<file path="src/rtl/pmc_pkg.sv">
// Shared types for the power mode controller.
// Assumes: four ports, numbered 0..3, with bit i of a port vector meaning port i.
package pmc_pkg;
    localparam int NUM_PORTS = 4;

    typedef enum logic [1:0] {
        PM_RUN   = 2'd0,
        PM_IDLE  = 2'd1,
        PM_PDOWN = 2'd2,
        PM_STAB  = 2'd3
    } pm_state_e;

    typedef struct packed {
        logic                 bus_ovr;
        logic                 bus_lvl;
        logic                 p0_float;
        logic                 p2_addr;
        logic [NUM_PORTS-1:0] port_hold;
    } pin_ovr_t;
endpackage

</file>
<file path="src/rtl/pmc_clkdiv.sv">
// Divide-by-two toggle stage that forms the internal machine tick from the oscillator clock.
// The duty cycle of clk is irrelevant. Assumes the oscillator is stopped whenever osc_run is 0,
// so the phase is frozen then.
module pmc_clkdiv (
    input  logic clk,
    input  logic rst_n,
    input  logic osc_run,
    output logic tick
);
    logic div_q;

    // Toggle the phase on every oscillator cycle while the oscillator runs.
    always_ff @(posedge clk) begin
        if (!rst_n)       div_q <= 1'b0;
        else if (osc_run) div_q <= ~div_q;
    end

    assign tick = div_q;

    assert_toggle_R2: assert property (@(posedge clk) disable iff (!rst_n)
        osc_run |=> (div_q != $past(div_q)));
    assert_frozen_R5: assert property (@(posedge clk) disable iff (!rst_n)
        !osc_run |=> $stable(div_q));
endmodule

</file>
<file path="src/rtl/pmc_wake.sv">
// Wake-source qualification. Light sleep may end on any enabled pending line.
// Deep sleep may end only on an enabled external pin.
// Assumes that bits 0..N_EXT-1 of irq_en are the enables of the external pins.
module pmc_wake #(
    parameter int NIRQ  = 5,
    parameter int N_EXT = 2
) (
    input  logic [NIRQ-1:0]  irq_en,
    input  logic [NIRQ-1:0]  irq_pend,
    input  logic [N_EXT-1:0] ext_int,
    output logic             idle_wake,
    output logic             pdown_wake
);
    logic [N_EXT-1:0] pin_hit;

    // One qualifier per external pin; the pins are read raw because clocks are stopped in deep sleep.
    for (genvar i = 0; i < N_EXT; i++) begin : g_pin
        assign pin_hit[i] = ext_int[i] & irq_en[i];
    end

    assign pdown_wake = |pin_hit;
    assign idle_wake  = |(irq_pend & irq_en);
endmodule

</file>
<file path="src/rtl/pmc_seq.sv">
// Mode sequencer: run, light sleep, deep sleep and oscillator settle.
// It also times the RAM-write inhibit window that follows a reset-ended light sleep.
// Assumes that mode writes arrive only while running and that hw_rst is synchronous to clk.
module pmc_seq
    import pmc_pkg::*;
#(
    parameter int CNT_W   = 16,
    parameter int RST_WIN = 24
) (
    input  logic             clk,
    input  logic             rst_n,
    input  logic             req_wr,
    input  logic             req_idle,
    input  logic             req_pdown,
    input  logic             hw_rst,
    input  logic             idle_wake,
    input  logic             pdown_wake,
    input  logic [CNT_W-1:0] stab_count,
    output pm_state_e        state,
    output logic             ram_inhibit
);
    localparam int WIN_W = $clog2(RST_WIN + 1);

    pm_state_e        state_q, state_d;
    logic [CNT_W-1:0] stab_q, stab_d;
    logic [WIN_W-1:0] win_q, win_d;

    // Next-state and settle-count selection; a deep-sleep request outranks a light-sleep one.
    always_comb begin
        state_d = state_q;
        stab_d  = stab_q;
        unique case (state_q)
            PM_RUN: begin
                if (req_wr && !hw_rst) begin
                    if (req_pdown)     state_d = PM_PDOWN;
                    else if (req_idle) state_d = PM_IDLE;
                end
            end
            PM_IDLE: begin
                if (hw_rst || idle_wake) state_d = PM_RUN;
            end
            PM_PDOWN: begin
                if (hw_rst) state_d = PM_RUN;
                else if (pdown_wake) begin
                    state_d = PM_STAB;
                    stab_d  = stab_count;
                end
            end
            PM_STAB: begin
                if (hw_rst || stab_q == '0) state_d = PM_RUN;
                else                        stab_d  = stab_q - 1'b1;
            end
            default: state_d = PM_RUN;
        endcase
    end

    // Inhibit window: loaded when the reset pin ends light sleep, then counted down to zero.
    always_comb begin
        if (state_q == PM_IDLE && hw_rst) win_d = WIN_W'(RST_WIN);
        else if (win_q != '0)             win_d = win_q - 1'b1;
        else                              win_d = win_q;
    end

    // State, settle counter and window registers.
    always_ff @(posedge clk) begin
        if (!rst_n) begin
            state_q <= PM_RUN;
            stab_q  <= '0;
            win_q   <= '0;
        end else begin
            state_q <= state_d;
            stab_q  <= stab_d;
            win_q   <= win_d;
        end
    end

    assign state       = state_q;
    assign ram_inhibit = (win_q != '0);

    assert_idle_hold_R4: assert property (@(posedge clk) disable iff (!rst_n)
        (state_q == PM_IDLE && !hw_rst && !idle_wake) |=> state_q == PM_IDLE);
    assert_pdown_hold_R6: assert property (@(posedge clk) disable iff (!rst_n)
        (state_q == PM_PDOWN && !hw_rst && !pdown_wake) |=> state_q == PM_PDOWN);
    assert_stab_hold_R7: assert property (@(posedge clk) disable iff (!rst_n)
        (state_q == PM_STAB && stab_q != '0 && !hw_rst) |=> state_q == PM_STAB);
    assert_pdown_first_R8: assert property (@(posedge clk) disable iff (!rst_n)
        (state_q == PM_RUN && req_wr && req_pdown && !hw_rst) |=> state_q == PM_PDOWN);
    assert_reset_exit_R9: assert property (@(posedge clk) disable iff (!rst_n)
        (state_q != PM_RUN && hw_rst) |=> state_q == PM_RUN);
    assert_inhibit_src_R10: assert property (@(posedge clk) disable iff (!rst_n)
        $rose(ram_inhibit) |-> ($past(state_q) == PM_IDLE && $past(hw_rst)));
endmodule

</file>
<file path="src/rtl/pmc_pins.sv">
// Pin override decode from the sleep state and the program-memory location.
// Assumes that the settle phase keeps the deep-sleep pin levels until the processor is released.
module pmc_pins
    import pmc_pkg::*;
(
    input  pm_state_e state,
    input  logic      ext_prog,
    output pin_ovr_t  ovr
);
    // Select the override set for the current mode and memory location.
    always_comb begin
        ovr = '0;
        unique case (state)
            PM_IDLE: begin
                ovr.bus_ovr   = 1'b1;
                ovr.bus_lvl   = 1'b1;
                ovr.p0_float  = ext_prog;
                ovr.p2_addr   = ext_prog;
                ovr.port_hold = ext_prog ? 4'b1010 : 4'b1111;
            end
            PM_PDOWN, PM_STAB: begin
                ovr.bus_ovr   = 1'b1;
                ovr.bus_lvl   = 1'b0;
                ovr.p0_float  = ext_prog;
                ovr.port_hold = ext_prog ? 4'b1110 : 4'b1111;
            end
            default: ovr = '0;
        endcase
    end

    // Port 0 may not be held and released at once, and port 2 cannot carry both address and data.
    always_comb begin
        assert_p0_exclusive_R11: assert (!(ovr.p0_float && ovr.port_hold[0]));
        assert_p2_exclusive_R12: assert (!(ovr.p2_addr && ovr.port_hold[2]));
    end
endmodule

</file>
<file path="src/rtl/pmc_top.sv">
// Power mode controller top: ties together the divider, the wake qualifier, the sequencer and the pin decode,
// and gates the processor and peripheral clock enables.
// Assumes that clk is the oscillator clock and that osc_en switches the oscillator off outside this block.
module pmc_top
    import pmc_pkg::*;
#(
    parameter int NIRQ    = 5,
    parameter int N_EXT   = 2,
    parameter int CNT_W   = 16,
    parameter int RST_WIN = 24
) (
    input  logic             clk,
    input  logic             rst_n,
    input  logic             req_wr,
    input  logic             req_idle,
    input  logic             req_pdown,
    input  logic [NIRQ-1:0]  irq_en,
    input  logic [NIRQ-1:0]  irq_pend,
    input  logic [N_EXT-1:0] ext_int,
    input  logic             hw_rst,
    input  logic             ext_prog,
    input  logic [CNT_W-1:0] stab_count,
    output logic             cpu_tick,
    output logic             per_tick,
    output logic             osc_en,
    output logic             bus_ovr,
    output logic             bus_lvl,
    output logic             p0_float,
    output logic             p2_addr,
    output logic [3:0]       port_hold,
    output logic             ram_inhibit
);
    pm_state_e state;
    pin_ovr_t  ovr;
    logic      tick, idle_wake, pdown_wake;

    pmc_clkdiv u_div (
        .clk     (clk),
        .rst_n   (rst_n),
        .osc_run (osc_en),
        .tick    (tick)
    );

    pmc_wake #(.NIRQ(NIRQ), .N_EXT(N_EXT)) u_wake (
        .irq_en     (irq_en),
        .irq_pend   (irq_pend),
        .ext_int    (ext_int),
        .idle_wake  (idle_wake),
        .pdown_wake (pdown_wake)
    );

    pmc_seq #(.CNT_W(CNT_W), .RST_WIN(RST_WIN)) u_seq (
        .clk         (clk),
        .rst_n       (rst_n),
        .req_wr      (req_wr),
        .req_idle    (req_idle),
        .req_pdown   (req_pdown),
        .hw_rst      (hw_rst),
        .idle_wake   (idle_wake),
        .pdown_wake  (pdown_wake),
        .stab_count  (stab_count),
        .state       (state),
        .ram_inhibit (ram_inhibit)
    );

    pmc_pins u_pins (
        .state    (state),
        .ext_prog (ext_prog),
        .ovr      (ovr)
    );

    // Clock gating: the processor runs only in run; peripherals also run in light sleep.
    always_comb begin
        osc_en   = (state != PM_PDOWN);
        cpu_tick = tick && (state == PM_RUN);
        per_tick = tick && (state == PM_RUN || state == PM_IDLE);
    end

    assign bus_ovr   = ovr.bus_ovr;
    assign bus_lvl   = ovr.bus_lvl;
    assign p0_float  = ovr.p0_float;
    assign p2_addr   = ovr.p2_addr;
    assign port_hold = ovr.port_hold;

    assert_idle_periph_R3: assert property (@(posedge clk) disable iff (!rst_n)
        (state == PM_IDLE && $past(state == PM_IDLE)) |-> (per_tick != $past(per_tick)));
    assert_settle_quiet_R7: assert property (@(posedge clk) disable iff (!rst_n)
        (state == PM_STAB) |-> (osc_en && !cpu_tick && !per_tick));
    assert_window_ports_R10: assert property (@(posedge clk) disable iff (!rst_n)
        ram_inhibit |-> (!bus_ovr && port_hold == 4'b0000));
endmodule

</file>
<file path="config.mk">
export PLATFORM = sky130hd
export DESIGN_NAME = pmc_top
export DESIGN_NICKNAME = d
export VERILOG_FILES = /design/src/rtl/pmc_pkg.sv /design/src/rtl/pmc_clkdiv.sv /design/src/rtl/pmc_wake.sv /design/src/rtl/pmc_seq.sv /design/src/rtl/pmc_pins.sv /design/src/rtl/pmc_top.sv
export SDC_FILE = /design/constraint.sdc
export NUM_CORES = 1
export LEC_CHECK = 0
export ABC_CLOCK_PERIOD_IN_PS = 2500
export BUFFER_PORTS_ARGS = -buffer_cell sky130_fd_sc_hd__buf_2
export CAP_MARGIN = 20
export CORE_MARGIN = 4
export CORE_UTILIZATION = 53
export CTS_BUF_LIST = sky130_fd_sc_hd__clkbuf_2
export DETAILED_ROUTE_END_ITERATION = 10
export PLACE_DENSITY = 0.79
export SLEW_MARGIN = 20
export SYNTH_ARGS = -nofsm -noshare
export SYNTH_HDL_FRONTEND = slang
export SYNTH_SLANG_ARGS = --single-unit
</file>
<file path="constraint.sdc">
create_clock -name clk -period 2.5 [get_ports clk]
set_input_delay 0.25 -clock clk [delete_from_list [all_inputs] [get_ports clk]]
set_output_delay 0.25 -clock clk [all_outputs]
set_load 0.02 [all_outputs]
</file>
==> metrics.yaml, run 1 <==
status:
  status: "finished clean"
clock_network:
  numCtsBuffers: 3
  hold_buffers: 0
  path_clk_slew_ns: 0.24
  cts.sinks: 24
  cts.repair.resized: 0
  clockBufferDepth: 2
  tritoncts: "yes"
  cts_root_buffer: "clkbuf_2"
  clock_latency_ns: 0.35
  postCtsSetupBuffers: 0
  htreeDepth: 1
power_and_ir_drop:
  ir_worst_vdd_uv: 260.1
  power.density_nw_per_um2: 588.5
  leakagePower_nw: 0.8471
routing:
  vias: 1616
  vias_per_cell: 5.611
  wl_per_cell_um: 12.66
  drcViolationCount: 0
  drtAntennaViolNets: 0
  wirelength_um: 3646
  drt_iter0_drc: 94
  first_pass_iters: 4
worst_setup_path:
  r2r_cells: 8
  regToRegSetupSlack_ns: 0.23
  crit_arrival_ns: 2.58
  critPathMaxFanout: 13
  critPathKind: "flop to flop"
  start_kind: "flop"
  r2r_start: "u_seq.stab_q[0]"
  cp.required_ns: 2.81
  rr_endpoint: "u_seq.stab_q[0]"
  setup.worst_path.end_class: "flop"
layout:
  diodes: 0
  area_growth_pct: 15.82
  instances_no_fill: 288
  finalInstanceArea_um2: 1832
  n_fill_cell: 278
  drive_gt1_share_pct: 24.51
  layout.nets: 295
global_route:
  antenna_found_initial: 0
  grt_pass1_vias: 1431
  track_usage_pct: 18.45
  grt_max_degree: 34
  grt.overflow.total: 0
  grt_pass1_wl_um: 6203
flow_run:
  max-cap-violations: 0
logic_synthesis:
  syn_area_um2: 1582
  yosysSeqAreaShare_pct: 30.38
  yosys.area_share.xor_xnor_pct: 1.661
  synth_compound_area_share_pct: 27.45
  muxShareOfSynthArea_pct: 0.6329
  synth_area_leader_cell: "dfxtp_1"
  synth_top_family_by_area: "simple AND/OR/NAND/NOR gates"
  synth_fa_ha_area_share_pct: 1.582
  yosys_warnings: 0
  ys_ff_latch: 24
  ys_types: 44
  ys_async_sr_fraction_pct: 0
  synth_nets: 253
  synth.top_cell.area_share_pct: 30.38
  postSynthAreaPerCell_um2: 7.322
  yosys.area_share.simple_pct: 31.65
  synth_edf_count: 0
  yosys_most_used_dff: "dfxtp_1"
  netlist_instances: 216
  synth_area_leaders: "dfxtp_1 (30%), nand2_1 (9.5%), a21oi_1 (4.7%), nor2_1 (4.7%), o21ai_0 (4.4%)"
timing:
  skew_ns: 0.007719
  timing.final.crit_share_pct: 90.95
  fin_ws_ns: 0.2264
  finalSetupTns_ns: 0
  drv_slew: 0
  final_hold_viol_count: 0
  setup-violations-final: 0
  holdWs_ns: 0.1979
  slew_headroom_pct: 59.24
  layout_min_cycle_time_ns: 2.274
  rsz0062_at_grt: "no"
  tightest_slew_ns: 0.6099
  max_freq_mhz: 439.8
floorplanning:
  pin_count: 47
  core_um2: 2805
  die_y_um: 62.63
  die_w_um: 62.63
  die_area_um2: 3922
  start_util_pct: 56.38
  std_cell_rows: 19
worst_hold_path:
  whs_path_depth: 5
  hp-start: "stab_count[3]"
  hold_end: "u_seq.stab_q[3]"
  hp-class: "input pin to flop"
placement:
  finalWeightedCongestion: 0.8029
  hpwl_um: 2697
  postPlaceCellArea_um2: 1813
  port_buffers: 46
  place_ws_ns: 0.2800
  place_inst: 284
[cell type report]
type	count	area (um2)	share of cell area [%]
timing repair buffer	51	267.8	14.62
multi-input combinational	170	996.0	54.37
sequential	24	480.5	26.23
inverter	8	30.03	1.639
clock buffer	3	15.01	0.8197
tap	31	38.79	2.117
clock inverter	1	3.754	0.2049
[synth_stat cells, types with 3 or more instances]
cell	number
buf_4	4
o31ai_1	3
o21ai_0	14
nor2_1	20
inv_1	8
nand3_1	6
nand2_1	40
o2bb2ai_1	3
nor3_1	7
or2_2	3
a21boi_1	4
o211ai_1	5
a22oi_1	4
nor2b_1	6
clkbuf_1	9
a21o_1	3
a21oi_1	15
nand2b_1	3
dfxtp_1	24
and2_1	4
xnor2_1	3
[cell families (layout without fill, tap and decap cells)]
logic type | Yosys count | in the layout
compound gates | 64 | 64
xor+xnor | 3 | 3
fa+ha+maj | 2 | 2
buf+inv | 22 | 63
flops | 24 | 24
mux | 1 | 1
simple gates | 100 | 100
[cell usage in the layout (no fill, tap or decap), types with 3 or more instances in the layout]
master and instances:
a22oi_1 4, o21ai_0 14, nor2_1 20, nor3_1 7, clkbuf_2 3, and2_1 4
inv_1 8, dfxtp_1 24, nand2b_1 3, o2bb2ai_1 3, or2_2 3, buf_2 46
o31ai_1 3, xnor2_1 3, a21boi_1 4, a21oi_1 15, nand2_1 40, buf_4 5
o211ai_1 5, nor2b_1 6, nand3_1 6, a21o_1 3
[worst max-delay path, cell delays in order (launching register included)]
cell      delay [ns]
dfxtp_1         0.40
inv_1           0.09
ha_1            0.20
or4b_4          0.51
nand4b_4        0.21
a31oi_4         0.33
buf_4           0.24
o21ai_0         0.10
a21oi_1         0.15
[worst max path at each step]
stage / from / end / slack (ns) / cells past startpoint
floorplan: u_seq.stab_q[0] / u_seq.stab_q[15] / 0.48 / 8
global placement: u_seq.stab_q[0] / u_seq.stab_q[0] / 0.32 / 8
detailed placement: u_seq.stab_q[0] / u_seq.stab_q[0] / 0.28 / 8
CTS: u_seq.stab_q[0] / u_seq.stab_q[0] / 0.24 / 8
global route: u_seq.stab_q[0] / u_seq.stab_q[0] / 0.05 / 8
finish: u_seq.stab_q[0] / u_seq.stab_q[0] / 0.23 / 8
[power by group]
part	internal [mW]	leakage, nW	switching, mW
registers	0.428	0.195	0.0341
clock network	0.0347	0.0140	0.124
logic	0.195	0.638	0.263
[sequential cells by signal, summed over array words and instances, names as in the netlist]
name and flops:
u_div.tick 1, u_seq.win_q 5, u_seq.stab_q 16, u_seq.state 2
[routing by layer]
layer | wire length (um) | part of all wire [%] | GRT usage [%]
met1 | 1659 | 46 | 23.98
met2 | 1668 | 46 | 30.63
met3 | 291 | 8.0 | 4.137
met4 | 26 | 0.71 | 4.959
met5 | 0 | 0 | 0
[through the flow]
stage               util [%]  total power, mW
floorplan                  -           0.8154
global placement       64.63           0.9231
detailed placement     64.63           0.9279
CTS                    65.30            1.085
finish                 65.30            1.078
global route           65.30            1.159
Power figures use the tool's default switching activity.
==> run 2, diff against run 1 <==
- CORE_ASPECT_RATIO: not set -> 1.1
- SLEW_MARGIN: 20 -> not set
==> run 2 against run 1 <==
Routed wire length shrank 2.0%. Design area grew 1.4%. Combinational power is essentially flat. Non-clock buffer count shrank 1. Worst setup slack gained 0.0013 ns. Global-route usage grew 0.13 points. Via count grew 1.4%. Maximum frequency is essentially flat. Largest power group unchanged.
==> metrics.yaml, run 2 (same netlist as run 1, synthesis figures left out) <==
layout:
  n_fill_cell: 283  # was 278
  largest_register_ffs: 16  # unchanged
  area_growth_pct: 17.40  # was 15.82%
  finalInstanceArea_um2: 1857  # was 1832 um2
  top_register: "u_seq.stab_q"  # unchanged
  mostFrequentLayoutCell: "buf_2"  # unchanged
  layout.nets: 294  # was 295
  diodes: 0  # unchanged
  final_cell_mix: "buf_2 (46), nand2_1 (40), dfxtp_1 (24), nor2_1 (20), a21oi_1 (15)"  # unchanged
  instances_no_fill: 289  # was 288
  drive_gt1_share_pct: 24.61  # was 24.51%
worst_setup_path:
  max_stage_delay_ns: 0.50  # was 0.51 ns
  critPathMaxFanout: 23  # was 13
  critPathSlowestCell: "or4b_4"  # unchanged
  cp.required_ns: 2.80  # was 2.81 ns
  critPathKind: "flop to flop"  # unchanged
  setup.worst_path.end_class: "flop"  # unchanged
  crit_chain: "inv_1 > ha_1 > or4b_4 > nand4b_4 > a31oi_4 > buf_6 > o21ai_0 > a21oi_1"  # was inv_1 > ha_1 > or4b_4 > nand4b_4 > a31oi_4 > buf_4 > o21ai_0 > a21oi_1
  crit_arrival_ns: 2.57  # was 2.58 ns
  critical-path-top-delay-family: "simple AND/OR/NAND/NOR gates"  # unchanged
  start_kind: "flop"  # unchanged
  path_buf_inv: 2  # unchanged
power_and_ir_drop:
  power.density_nw_per_um2: 634.4  # was 588.5 nW/um2
  leakagePower_nw: 0.8572  # was 0.8471 nW
  ir_worst_vdd_uv: 570.9  # was 260.1 uV
routing:
  wl_per_cell_um: 12.36  # was 12.66 um
  drcViolationCount: 0  # unchanged
  wirelength_um: 3572  # was 3646 um
  drt_iter0_drc: 82  # was 94
  vias_per_cell: 5.668  # was 5.611
  first_pass_iters: 4  # unchanged
  vias: 1638  # was 1616
  drtAntennaViolNets: 0  # unchanged
floorplanning:
  die_w_um: 60.09  # was 62.63 um
  die_y_um: 65.29  # was 62.63 um
  pin_count: 47  # unchanged
  core_um2: 2803  # was 2805 um2
  start_util_pct: 56.43  # was 56.38%
  die_area_um2: 3923  # was 3922 um2
  std_cell_rows: 20  # was 19
timing:
  layout_min_cycle_time_ns: 2.272  # was 2.274 ns
  drv_slew: 0  # unchanged
  skew_ns: 0.008784  # was 0.007719 ns
  rsz0062_at_grt: "no"  # unchanged
  slew_headroom_pct: 64.54  # was 59.24%
  finalSetupTns_ns: 0  # unchanged
  max_freq_mhz: 440.1  # was 439.8 MHz
  setup-violations-final: 0  # unchanged
  tightest_slew_ns: 0.5319  # was 0.6099 ns
  timing.final.crit_share_pct: 90.89  # was 90.95%
  final_hold_viol_count: 0  # unchanged
  fin_ws_ns: 0.2277  # was 0.2264 ns
global_route:
  track_usage_pct: 18.58  # was 18.45%
  grt_pass1_wl_um: 5871  # was 6203 um
  grt_max_degree: 34  # unchanged
  grt.overflow.total: 0  # unchanged
  antenna_found_initial: 0  # unchanged
  grt_pass1_vias: 1397  # was 1431
clock_network:
  cts.sinks: 24  # unchanged
  clockBufferDepth: 2  # unchanged
  clock_latency_ns: 0.34  # was 0.35 ns
  cts_root_buffer: "clkbuf_2"  # unchanged
  htreeDepth: 1  # unchanged
  numCtsBuffers: 3  # unchanged
  path_clk_slew_ns: 0.24  # about the same
  tritoncts: "yes"  # unchanged
  hold_buffers: 0  # unchanged
placement:
  postPlaceCellArea_um2: 1808  # was 1813 um2
  port_buffers: 46  # unchanged
  place_inst: 285  # was 284
  hpwl_um: 2618  # was 2697 um
  finalWeightedCongestion: 0.8139  # was 0.8029
  place_ws_ns: 0.2212  # was 0.2800 ns
flow_run:
  max-cap-violations: 0  # unchanged
status:
  status: "finished clean"  # unchanged
worst_hold_path:
  hp-class: "input pin to flop"  # unchanged
## run 2: cell count changes in the layout (fill, tap and decap cells not counted), sizes merged
cell | previous run | this run
buf | 51 | 50
bufinv | 0 | 1
clkinv | 1 | 0
## run 2: final cells by class
cell class,instances,area [um2],area share (%)
inverters,8,30.03,1.617
multi-input cells,170,996.0,53.64
clock buffers,3,15.01,0.8086
repair buffers,50,264.0,14.22
well taps,33,41.29,2.224
flip-flops and latches,24,480.5,25.88
clock inverters,1,30.03,1.617
## run 2: worst paths after layout
kind                                       from         endpoint  slack, ns  cells past startpoint
worst max-delay path            u_seq.stab_q[0]  u_seq.stab_q[0]       0.23                      8
worst min-delay path              stab_count[0]  u_seq.stab_q[0]       0.20                      3
worst max register to register  u_seq.stab_q[0]  u_seq.stab_q[0]       0.23                      8
worst min register to register  u_seq.stab_q[9]  u_seq.stab_q[9]       0.48                      2
## run 2: metrics by stage
| step | power, mW | hold slack [ns] | utilization [%] |
|---|---|---|---|
| 6_report | 1.178 | 0.1990 | 66.25 |
| 5_1_grt | 1.267 | 0.1741 | 66.25 |
| 4_1_cts | 1.187 | 0.1814 | 66.12 |
| 3_5_place_dp | 0.9258 | 0.4528 | 64.51 |
| 3_3_place_gp | 0.9205 | 0.4516 | 64.51 |
| 2_1_floorplan | 0.8154 | 0.3899 | - |
## run 2: routing by layer
metal | global-route usage, % | share of wire [%] | up-vias
li1 | - | - | 838
met1 | 25.06 | 45 | 751
met2 | 30.95 | 47 | 47
met3 | 2.358 | 6.8 | 2
met4 | 4.432 | 0.31 | 0
met5 | 0 | 0 | -
## run 2: power by group
group	switching [mW]	total, mW	internal (mW)
Sequential	0.0339	0.462	0.428
Combinational	0.263	0.458	0.194
Clock	0.121	0.258	0.138
Total	0.418	1.18	0.760
## run 2: timing repair
item,CTS,global route
setup endpoints to repair,0,3
gates resized for setup,0,1
buffers inserted,0,0
## run 2: worst min-delay path: cells and delay by family
family,cells,cell delay [ns]
compound gates,2,0.19
buf+inv,1,0.09
